<file path="src/rtl/brg_pkg.sv">
package brg_pkg;

    localparam int unsigned DATA_BITS   = 9;
    localparam int unsigned NUM_SLOTS   = DATA_BITS + 3;
    localparam int unsigned SLOT_W      = $clog2(NUM_SLOTS);

    typedef logic [SLOT_W-1:0] slot_t;

    localparam slot_t SLOT_START1 = slot_t'(0);
    localparam slot_t SLOT_FIRST  = slot_t'(1);
    localparam slot_t SLOT_LAST   = slot_t'(DATA_BITS);
    localparam slot_t SLOT_START2 = slot_t'(DATA_BITS + 1);
    localparam slot_t SLOT_STOP   = slot_t'(DATA_BITS + 2);

    typedef enum logic [1:0] {
        PH_A = 2'd0,
        PH_B = 2'd1,
        PH_C = 2'd2,
        PH_D = 2'd3
    } phase_e;

    typedef struct packed {
        logic scl_low;
        logic sda_low;
    } drive_t;

    function automatic phase_e phase_next(phase_e p);
        case (p)
            PH_A:    return PH_B;
            PH_B:    return PH_C;
            PH_C:    return PH_D;
            default: return PH_A;
        endcase
    endfunction

    function automatic logic is_data_slot(slot_t s);
        return (s >= SLOT_FIRST) && (s <= SLOT_LAST);
    endfunction

    // Line pattern per slot and quarter-bit phase.
    function automatic drive_t frame_drive(slot_t s, phase_e p);
        drive_t d;
        d = '{scl_low: 1'b0, sda_low: 1'b0};
        if (s == SLOT_START1) begin
            case (p)
                PH_A: d = '{1'b0, 1'b0};
                PH_B: d = '{1'b0, 1'b1};
                PH_C: d = '{1'b1, 1'b1};
                default: d = '{1'b1, 1'b0};
            endcase
        end else if (s == SLOT_START2) begin
            case (p)
                PH_A: d = '{1'b0, 1'b0};
                PH_B: d = '{1'b0, 1'b1};
                default: d = '{1'b1, 1'b1};
            endcase
        end else if (s == SLOT_STOP) begin
            case (p)
                PH_A: d = '{1'b1, 1'b1};
                PH_B: d = '{1'b0, 1'b1};
                default: d = '{1'b0, 1'b0};
            endcase
        end else begin
            case (p)
                PH_B, PH_C: d = '{1'b0, 1'b0};
                default:    d = '{1'b1, 1'b0};
            endcase
        end
        return d;
    endfunction

endpackage

</file>
<file path="src/rtl/brg_phase_timer.sv">
module brg_phase_timer #(
    parameter int unsigned DIV_W     = 16,
    parameter int unsigned MIN_PHASE = 4
) (
    input  logic             clk,
    input  logic             rst_n,
    input  logic             load_i,
    input  logic             run_i,
    input  logic             stall_i,
    input  logic [DIV_W-1:0] div_i,
    output logic             tick_o
);

    localparam logic [DIV_W-1:0] MIN_DIV = DIV_W'(MIN_PHASE);
    localparam logic [DIV_W-1:0] ONE     = DIV_W'(1);

    typedef struct packed {
        logic [DIV_W-1:0] cnt;
        logic [DIV_W-1:0] lim;
    } tmr_t;

    tmr_t q, d;

    always_comb begin
        d = q;
        if (load_i) begin
            d.cnt = '0;
            d.lim = (div_i < MIN_DIV) ? (MIN_DIV - ONE) : (div_i - ONE);
        end else if (run_i && !stall_i) begin
            d.cnt = (q.cnt == q.lim) ? '0 : (q.cnt + ONE);
        end
    end

    always_ff @(posedge clk or negedge rst_n) begin
        if (!rst_n) begin
            q <= '0;
        end else begin
            q <= d;
        end
    end

    assign tick_o = run_i && !stall_i && (q.cnt == q.lim);

    AST_TIMER_STALL_HOLDS: assert property (@(posedge clk) disable iff (!rst_n)
        (run_i && stall_i && !load_i) |=> $stable(q.cnt));

    AST_TIMER_TICK_SPACING: assert property (@(posedge clk) disable iff (!rst_n)
        tick_o |=> !tick_o);

endmodule

</file>
<file path="src/rtl/brg_sequencer.sv">
module brg_sequencer
    import brg_pkg::*;
(
    input  logic clk,
    input  logic rst_n,
    input  logic start_i,
    input  logic tick_i,
    input  logic sda_i,
    output logic load_o,
    output logic busy_o,
    output logic done_o,
    output logic held_o,
    output logic scl_low_o,
    output logic sda_low_o
);

    typedef struct packed {
        logic   busy;
        logic   done;
        logic   held;
        slot_t  slot;
        phase_e phase;
        drive_t drv;
    } seq_t;

    seq_t q, d;
    logic accept;

    assign accept = start_i && !q.busy;

    always_comb begin
        d      = q;
        d.done = 1'b0;
        if (!q.busy) begin
            if (start_i) begin
                d.busy  = 1'b1;
                d.held  = 1'b0;
                d.slot  = SLOT_START1;
                d.phase = PH_A;
                d.drv   = frame_drive(SLOT_START1, PH_A);
            end
        end else if (tick_i) begin
            if (is_data_slot(q.slot) && (q.phase == PH_B) && !sda_i) begin
                d.held = 1'b1;
            end
            if ((q.slot == SLOT_STOP) && (q.phase == PH_D)) begin
                d.busy = 1'b0;
                d.done = 1'b1;
                d.drv  = '{scl_low: 1'b0, sda_low: 1'b0};
            end else begin
                d.phase = phase_next(q.phase);
                if (q.phase == PH_D) begin
                    d.slot = q.slot + slot_t'(1);
                end
                d.drv = frame_drive(d.slot, d.phase);
            end
        end
    end

    always_ff @(posedge clk or negedge rst_n) begin
        if (!rst_n) begin
            q <= '{busy: 1'b0, done: 1'b0, held: 1'b0, slot: SLOT_START1,
                   phase: PH_A, drv: '{scl_low: 1'b0, sda_low: 1'b0}};
        end else begin
            q <= d;
        end
    end

    assign load_o    = accept;
    assign busy_o    = q.busy;
    assign done_o    = q.done;
    assign held_o    = q.held;
    assign scl_low_o = q.drv.scl_low;
    assign sda_low_o = q.drv.sda_low;

    AST_DONE_ENDS_BUSY: assert property (@(posedge clk) disable iff (!rst_n)
        q.done |-> (!q.busy && $past(q.busy)));

    AST_BUSY_START_IGNORED: assert property (@(posedge clk) disable iff (!rst_n)
        (q.busy && start_i && !tick_i) |=> ($stable(q.slot) && $stable(q.phase)));

    AST_HELD_CLEARED: assert property (@(posedge clk) disable iff (!rst_n)
        accept |=> !q.held);

    AST_HELD_STICKY: assert property (@(posedge clk) disable iff (!rst_n)
        (q.held && !accept) |=> q.held);

    AST_SDA_EDGE_PLACEMENT: assert property (@(posedge clk) disable iff (!rst_n)
        (q.busy && !$stable(q.drv.sda_low) && !q.drv.scl_low)
            |-> ((q.slot == SLOT_START1) || (q.slot >= SLOT_START2)));

endmodule

</file>
<file path="src/rtl/bus_recovery_gen.sv">
module bus_recovery_gen #(
    parameter int unsigned DIV_W     = 16,
    parameter int unsigned MIN_PHASE = 4
) (
    input  logic             clk,
    input  logic             rst_n,
    input  logic             start_i,
    input  logic [DIV_W-1:0] phase_div_i,
    input  logic             scl_i,
    input  logic             sda_i,
    output logic             scl_oe_o,
    output logic             sda_oe_o,
    output logic             busy_o,
    output logic             done_o,
    output logic             sda_held_o
);

    logic load;
    logic tick;
    logic stall;
    logic busy;
    logic scl_low;
    logic sda_low;

    // A released SCL that still reads low is a slave stretching the clock.
    assign stall = busy && !scl_low && !scl_i;

    brg_phase_timer #(
        .DIV_W     (DIV_W),
        .MIN_PHASE (MIN_PHASE)
    ) u_timer (
        .clk     (clk),
        .rst_n   (rst_n),
        .load_i  (load),
        .run_i   (busy),
        .stall_i (stall),
        .div_i   (phase_div_i),
        .tick_o  (tick)
    );

    brg_sequencer u_seq (
        .clk       (clk),
        .rst_n     (rst_n),
        .start_i   (start_i),
        .tick_i    (tick),
        .sda_i     (sda_i),
        .load_o    (load),
        .busy_o    (busy),
        .done_o    (done_o),
        .held_o    (sda_held_o),
        .scl_low_o (scl_low),
        .sda_low_o (sda_low)
    );

    assign busy_o   = busy;
    assign scl_oe_o = scl_low;
    assign sda_oe_o = sda_low;

    AST_IDLE_RELEASED: assert property (@(posedge clk) disable iff (!rst_n)
        !busy_o |-> (!scl_oe_o && !sda_oe_o));

endmodule

</file>
<file path="config.mk">
export PLATFORM = sky130hd
export DESIGN_NAME = bus_recovery_gen
export DESIGN_NICKNAME = d
export VERILOG_FILES = /design/src/rtl/brg_pkg.sv /design/src/rtl/brg_phase_timer.sv /design/src/rtl/brg_sequencer.sv /design/src/rtl/bus_recovery_gen.sv
export SDC_FILE = /design/constraint.sdc
export NUM_CORES = 1
export LEC_CHECK = 0
export ABC_CLOCK_PERIOD_IN_PS = 5000
export BUFFER_PORTS_ARGS = -buffer_cell sky130_fd_sc_hd__buf_2
export CORE_ASPECT_RATIO = 0.8
export CORE_MARGIN = 5
export CORE_UTILIZATION = 35
export DETAILED_ROUTE_END_ITERATION = 10
export SLEW_MARGIN = 25
export SYNTH_ARGS = -nofsm -noshare
export SYNTH_HDL_FRONTEND = slang
export SYNTH_SLANG_ARGS = --single-unit
</file>
<file path="constraint.sdc">
create_clock -name clk -period 5 [get_ports clk]
set_clock_uncertainty 0.2 [all_clocks]
set_input_delay 0.75 -clock clk [delete_from_list [all_inputs] [get_ports clk]]
set_output_delay 0.75 -clock clk [all_outputs]
set_load 0.01 [all_outputs]
</file>
==> results by group, run 1 <==
STA
  • Crit path time final: 2.65 ns
  • Setup violators final: 0
  • Max Clock Freq: 0.377 GHz
  • Final hold vios: 0
  • Slew Limit Fails: 0
  • Actual slew at the worst max-slew pin: between 0.9 and 1 ns
  • Final worst slack: between 2 and 2.5 ns
  • Setup TNS: 0 ns
  • Relative slew margins: 0.337
  • Worst hold margin: between 0.2 and 0.25 ns
  • Final Cycle Share: 0.531
  • RSZ-0062 raised after global routing: no

Finish
  • Antenna diode count: 0
  • Fin nets: 350
  • Most frequent cells in the layout: dfrtp_1 (43), nand2_1 (40), xor2_1 (25), buf_2 (24), nor2_1 (19)
  • Multi-input gate area: 0.00158 mm²
  • Ratio of cells with drive above 1 in the final layout: 0.141
  • Commonest non-fill, non-tap cell in the layout: dfrtp_1
  • Synthesis-to-layout area growth: 10.4%
  • Register area: between 0.001 and 0.0015 mm²
  • Final Core Density: 0.403
  • Filler Cells Inserted: roughly 740

Worst hold path
  • Worst Hold Class: primary input to async pin

Outcome
  • Outcome: complete, no violations

Drt
  • Number of vias per cell: between 5 and 6
  • Antenna-violating nets left: 0
  • First-pass iteration count of the detailed router: 4
  • Initial drt markers: 98
  • WL final: ~6.5 mm
  • Routed len/inst: 15.2 µm
  • # DRC: 0
  • DR vias: about 2,200

Clocking
  • CTS buffer count: 5
  • Postcts setup bufs: 0
  • PostCTS Resize Cnt: 0
  • Clock-pin slew on the worst setup and hold paths: around 0.09 ns
  • Post-CTS Hold Buffers: 0
  • Clk_lat worst skew: 0.30 ns
  • Root buf cell: clkbuf_8
  • Clock sinks: 43
  • Max Buffers Root-to-Sink: 2
  • CTS HTree Levels: 2
  • CTS tree: done

Synthesis
  • Ys flop type: dfrtp_1
  • Mux cell area share after synthesis: 0.0268
  • Synth Instances: about 300
  • Post-Synth Simple-Gate Area: 0.250
  • Adder-Cell Fraction of Synth Area: 0.0537
  • EDFF count, synth: 0
  • Number of distinct library cells after synthesis: 56
  • Largest family of logic cells by synthesized area: simple AND/OR/NAND/NOR gates
  • Synth Area in Compound Gates: 0.131
  • Post-synthesis sequential area ratio: 0.391
  • Post-Syn Area: between 0.002 and 0.003 mm²
  • Synth warn: 0
  • FF+latch count, synth: 43
  • Ys async rst share: 1.00
  • Mapped Nets: about 330
  • Xor/xnor share of the synthesized area: 0.111
  • Mean Syn Cell Area: slightly above 9 µm²

Critical path
  • R2R depth: 5
  • Crit path cell chain: xor2_1, nor4_1, nand4_2, nor3_2, mux2_1
  • Critical Path End Type: flop
  • Setup CP Type: flop to flop
  • Critical path's top delay family: simple AND/OR/NAND/NOR gates
  • Worst R2R Setup Slack: around 2.3 ns
  • Crit Reg-Reg Startpoint: u_timer.q[25]
  • Worst Path Buf+Inv: 0
  • CP max stage delay: roughly 0.58 ns
  • Reg-to-reg critical path endpoint: u_seq.q[3]
  • CP Max Fanout: 24
  • WP data required: ~5 ns
  • CP Launch Type: flop
  • Slowest CP cell: nand4_2
  • CP Data Arrival Time: about 2.7 ns

Floorplanning
  • Core area: around 0.0075 mm²
  • Initial Utilization: 0.365
  • Row cnt: 28
  • Die area: between 0.009 and 0.01 mm²
  • Width of the die: 109 µm
  • Die height: 89.3 µm
  • # IOs: 26

GRT
  • GRT Total Usage: 0.143
  • Vias in the first global route: between 2,000 and 2,500
  • Largest net degree at the start of global routing: 44
  • GR Overflow Total: 0
  • First-pass GRT wire length: ~11 mm
  • Initial antenna violation count: 0

Pwr
  • PwrDens: around 280 mW/mm²
  • Max VDD drop: between 0.1 and 0.15 mV
  • Pleak: about 1.4 nW
  • Total power: about 850 µW

Place
  • Detailed placement HPWL: 4.85 mm
  • Place WS: 2.34 ns
  • Gp weighted congestion: a little over 0.8
  • PortBufs: 25

Job
  • Total of max-cap violations: 0
-- per-stage QoR --
step,std cells,cell area (µm²)
after detailed placement,416,2950
after CTS,424,3030
final,424,3040
after global routing,424,3040
after global placement,416,2950
after floorplan,301,2750
-- power breakdown --
| part | switching (mW) | internal [mW] |
|---|---|---|
| sequential | 0.0592 | 0.390 |
| combinational | 0.0935 | 0.0834 |
| clock | 0.121 | 0.0977 |
-- sequential cells by signal (all words and copies together) (netlist names) --
| name | cells |
|---|---|
| u_seq.q | 6 |
| u_seq.sda_low_o | 1 |
| u_seq.scl_low_o | 1 |
| u_seq.held_o | 1 |
| u_seq.done_o | 1 |
| u_seq.busy_o | 1 |
| u_timer.q | 32 |
-- routing by layer --
metal,wire length (µm),global-route usage,vias to the layer above
li1,-,-,1109
met1,3600,0.224,1029
met2,2540,0.199,60
met3,264,0.0245,5
met4,60,0.0378,0
met5,0,0,-
-- worst max path at each step --
stage / start / end / slack, ns / depth (start not counted)
after floorplan: phase_div_i[7] / u_timer.q[11] / 2.73 / 5
after global placement: phase_div_i[0] / u_timer.q[12] / 2.35 / 8
after detailed placement: u_timer.q[16] / u_seq.q[3] / 2.34 / 5
after CTS: u_timer.q[16] / u_seq.q[3] / 2.34 / 5
after global routing: u_timer.q[16] / u_seq.scl_low_o / 2.08 / 5
final: u_timer.q[25] / u_seq.q[3] / 2.35 / 5
-- worst register-to-register path: stages, from the launching register on --
cell     delay (ns)
dfrtp_1        0.46
xor2_1         0.17
nor4_1         0.30
nand4_2        0.58
nor3_2         0.49
mux2_1         0.35
-- synth_stat cells, types with 2 or more instances --
cell type | instances | area share
ha_1 | 11 | 0.050
and4_1 | 2 | 0.0064
o21a_1 | 2 | 0.0055
nand2b_1 | 3 | 0.0068
and3_1 | 3 | 0.0068
xor2_1 | 25 | 0.080
nand2_1 | 40 | 0.055
nor3b_1 | 2 | 0.0055
nand3b_1 | 5 | 0.014
o21ai_1 | 4 | 0.0073
a31oi_1 | 11 | 0.025
o31ai_1 | 2 | 0.0055
o21ai_0 | 12 | 0.022
buf_2 | 3 | 0.0055
mux2i_1 | 4 | 0.015
nor3_1 | 12 | 0.022
nand3_1 | 11 | 0.020
clkbuf_1 | 10 | 0.014
inv_1 | 10 | 0.014
nor4_2 | 2 | 0.0091
nor4_1 | 5 | 0.011
xnor2_1 | 10 | 0.032
nor3_2 | 2 | 0.0073
mux2_1 | 2 | 0.0082
o211ai_1 | 2 | 0.0055
nor2b_1 | 4 | 0.0091
nand4_1 | 6 | 0.014
nor2_1 | 19 | 0.026
dfrtp_1 | 43 | 0.39
a21oi_1 | 6 | 0.011
a21o_1 | 2 | 0.0055
and2_1 | 2 | 0.0045
-- cells by family after synthesis --
logic type | Yosys count
fa+ha+maj | 12
buf+inv | 25
simple gates | 125
xor+xnor | 35
compound gates | 54
flops | 43
mux | 7
-- cell type report --
type / instances / share of cell area
multi-input cells: 233 / 0.520
flip-flops and latches: 43 / 0.354
well taps: 105 / 0.0433
repair buffers: 25 / 0.0420
clock buffers: 6 / 0.0239
inverters: 10 / 0.0124
clock inverters: 2 / 0.00412
Note: power is estimated with default switching activity, not from simulation.
==> run 2, diff against run 1 <==
--- a/config.mk
+++ b/config.mk
@@ -5,7 +5,7 @@
 export SDC_FILE = /design/constraint.sdc
 export NUM_CORES = 1
 export LEC_CHECK = 0
-export ABC_CLOCK_PERIOD_IN_PS = 5000
+export ABC_CLOCK_PERIOD_IN_PS = 2650
 export BUFFER_PORTS_ARGS = -buffer_cell sky130_fd_sc_hd__buf_2
 export CORE_ASPECT_RATIO = 0.8
 export CORE_MARGIN = 5
==> constraint.sdc (replaced) <==
create_clock -name clk -period 2.65 [get_ports clk]
set_clock_uncertainty 0.2 [all_clocks]
set_input_delay 0.3975 -clock clk [delete_from_list [all_inputs] [get_ports clk]]
set_output_delay 0.3975 -clock clk [all_outputs]
set_load 0.01 [all_outputs]
==> results by group, run 2 (synthesis results as in run 1) <==
STA
  • RSZ-0062 raised after global routing: no (unchanged)
  • Max Clock Freq: 0.428 GHz (was 0.377 GHz)
  • Relative slew margins: 0.544 (was 0.337)
  • Actual slew at the worst max-slew pin: 0.680 ns (was 0.992 ns)
  • Slew Limit Fails: 0 (unchanged)
  • Worst hold margin: 0.132 ns (was 0.234 ns)
  • Final Cycle Share: 0.882 (was 0.531)
  • Setup violators final: 0 (unchanged)
  • Crit path time final: 2.34 ns (was 2.65 ns)
  • Setup TNS: 0 ns (unchanged)
  • Final worst slack: 0.313 ns (was 2.35 ns)
  • Final hold vios: 0 (unchanged)

GRT
  • Largest net degree at the start of global routing: 22 (was 44)
  • GR Overflow Total: 0 (unchanged)
  • First-pass GRT wire length: 11.2 mm (was 10.8 mm)
  • Initial antenna violation count: 0 (unchanged)
  • Vias in the first global route: 2,226 (was 2,104)
  • GRT Total Usage: 0.147 (was 0.143)

Finish
  • Filler Cells Inserted: 763 (was 744)
  • Top reg by flops: u_timer.q (unchanged)
  • Most frequent cells in the layout: dfrtp_1 (43), nand2_1 (40), xor2_1 (25), buf_2 (25), nor2_1 (19) (was dfrtp_1 (43), nand2_1 (40), xor2_1 (25), buf_2 (24), nor2_1 (19))
  • Fin nets: 360 (was 350)
  • Top Registers: u_timer.q (32), u_seq.q (6) (unchanged)
  • Antenna diode count: 0 (unchanged)
  • Register area: 0.00108 mm² (unchanged)
  • Max reg flops: 32 (unchanged)
  • Final Non-Filler Cells: 434 (was 424)
  • Post-route cell area: 0.00313 mm² (was 0.00304 mm²)
  • Synthesis-to-layout area growth: 13.6% (was 10.4%)
  • Multi-input gate area: 0.00158 mm² (unchanged)
  • Ratio of cells with drive above 1 in the final layout: 0.164 (was 0.141)
  • Commonest non-fill, non-tap cell in the layout: dfrtp_1 (unchanged)

Floorplanning
  • # IOs: 26 (unchanged)
  • Width of the die: 109 µm (unchanged)
  • Initial Utilization: 0.365 (unchanged)
  • Die height: 89.3 µm (unchanged)
  • Die area: 0.00975 mm² (unchanged)
  • Row cnt: 28 (unchanged)
  • Core area: 0.00753 mm² (unchanged)

Drt
  • Initial drt markers: 98 (unchanged)
  • WL final: 6.42 mm (was 6.46 mm)
  • # DRC: 0 (unchanged)
  • Number of vias per cell: 5.12 (was 5.20)
  • DR vias: 2,224 (was 2,203)
  • Antenna-violating nets left: 0 (unchanged)
  • Routed len/inst: 14.8 µm (was 15.2 µm)
  • First-pass iteration count of the detailed router: 5 (was 4)

Worst hold path
  • Min-Delay Path Depth: 2
  • Worst Hold Class: primary input to flop (was primary input to async pin)
  • Hold path startpoint: phase_div_i[0]
  • Hold path endpoint: u_timer.q[0]

Pwr
  • P_int: 1.15 mW (was 571 µW)
  • Clock share of power: 0.279 (was 0.259)
  • Switching power: 522 µW (was 274 µW)
  • Sw Ratio: 0.313 (was 0.324)
  • Max VDD drop: 0.208 mV (was 0.123 mV)
  • Pleak: 1.41 nW (was 1.36 nW)
  • PwrDens: 533 mW/mm² (was 278 mW/mm²)
  • Logic pwr share: 0.215 (was 0.209)
  • Sequential cell fraction of total power: 0.506 (was 0.532)

Critical path
  • Setup CP Type: flop to flop (unchanged)
  • R2R depth: 6 (was 5)
  • Worst R2R Setup Slack: 0.31 ns (was 2.35 ns)
  • Critical Path End Type: flop (unchanged)
  • WP data required: 2.62 ns (was 4.99 ns)
  • CP Data Arrival Time: 2.30 ns (was 2.65 ns)
  • CP Max Fanout: 20 (was 24)
  • Crit Reg-Reg Startpoint: u_timer.q[16] (was u_timer.q[25])
  • CP Launch Type: flop (unchanged)
  • Reg-to-reg critical path endpoint: u_seq.busy_o (was u_seq.q[3])

Place
  • PortBufs: 25 (unchanged)
  • Place WS: 0.289 ns (was 2.34 ns)
  • Detailed placement HPWL: 5.02 mm (was 4.85 mm)
  • Dpl cell area: 0.00301 mm² (was 0.00295 mm²)
  • Cells after DPL: 425 (was 416)
  • Gp weighted congestion: 0.825 (was 0.822)

Job
  • Total of max-cap violations: 0 (unchanged)

Clocking
  • Postcts setup bufs: 0 (unchanged)
  • Clock sinks: 43 (unchanged)
  • Max Buffers Root-to-Sink: 2 (unchanged)
  • Clk_lat worst skew: 0.30 ns (about the same)
  • CTS HTree Levels: 2 (unchanged)
  • CTS buffer count: 5 (unchanged)
  • Root buf cell: clkbuf_8 (unchanged)
  • CTS tree: done (unchanged)
  • Clock-pin slew on the worst setup and hold paths: 0.08 ns (was 0.09 ns)

Outcome
  • Outcome: complete, no violations (unchanged)
## run 2: cell types whose count changed in the layout (fill, tap and decap cells not counted)
cell and change:
buf_2 +1, clkbuf_8 +2, clkinvlp_4 -1, dlygate4sd3_1 +1, clkinv_2 -1, buf_4 +8
## run 2: layout make-up
type | count | share of cell area
multi-input combinational | 233 | 0.505
clock buffer | 8 | 0.0320
inverter | 10 | 0.0120
tap | 105 | 0.0420
timing repair buffer | 35 | 0.0648
sequential | 43 | 0.344
## run 2: power by group through the flow
stage / logic, mW / clock network [mW] / registers, mW
final: 0.358 / 0.465 / 0.844
after global routing: 0.411 / 0.501 / 0.857
after CTS: 0.363 / 0.478 / 0.843
after detailed placement: 0.358 / 0 / 0.855
after global placement: 0.347 / 0 / 0.853
after floorplan: 0.259 / 0 / 0.819
## run 2: how the worst max path moves through the flow
stage / startpoint / to
finish: u_timer.q[16] / u_seq.busy_o
global route: u_timer.q[16] / u_seq.busy_o
CTS: u_timer.q[16] / u_seq.busy_o
detailed placement: u_timer.q[16] / u_seq.busy_o
global placement: u_timer.q[16] / u_timer.q[21]
floorplan: u_timer.q[16] / u_seq.q[3]
## run 2: worst max-delay path, stage by stage (launching register included)
cell     delay, ns
dfrtp_1       0.46
xor2_1        0.18
nor4_1        0.38
nand4_2       0.24
buf_4         0.27
nor2_1        0.33
a21oi_1       0.14
## run 2: timing repair
action                                  in CTS  in global routing
hold endpoints to repair                    19                  0
hold buffers                                 1                  0
gates resized for setup                      0                  0
endpoints found under the setup margin       0                  0
## run 2: per-layer routing
metal / up-vias / routed length, µm / GRT usage
met1: 1041 / 3430 / 0.228
met3: 8 / 335 / 0.0253
li1: 1125 / - / -
met4: 0 / 92 / 0.0482
met2: 50 / 2560 / 0.203
met5: - / 0 / 0
## run 2: through the flow
stage | utilization | power (mW)
2_1_floorplan | - | 1.08
3_3_place_gp | 0.400 | 1.20
3_5_place_dp | 0.400 | 1.21
4_1_cts | 0.415 | 1.68
5_1_grt | 0.415 | 1.77
6_report | 0.415 | 1.67
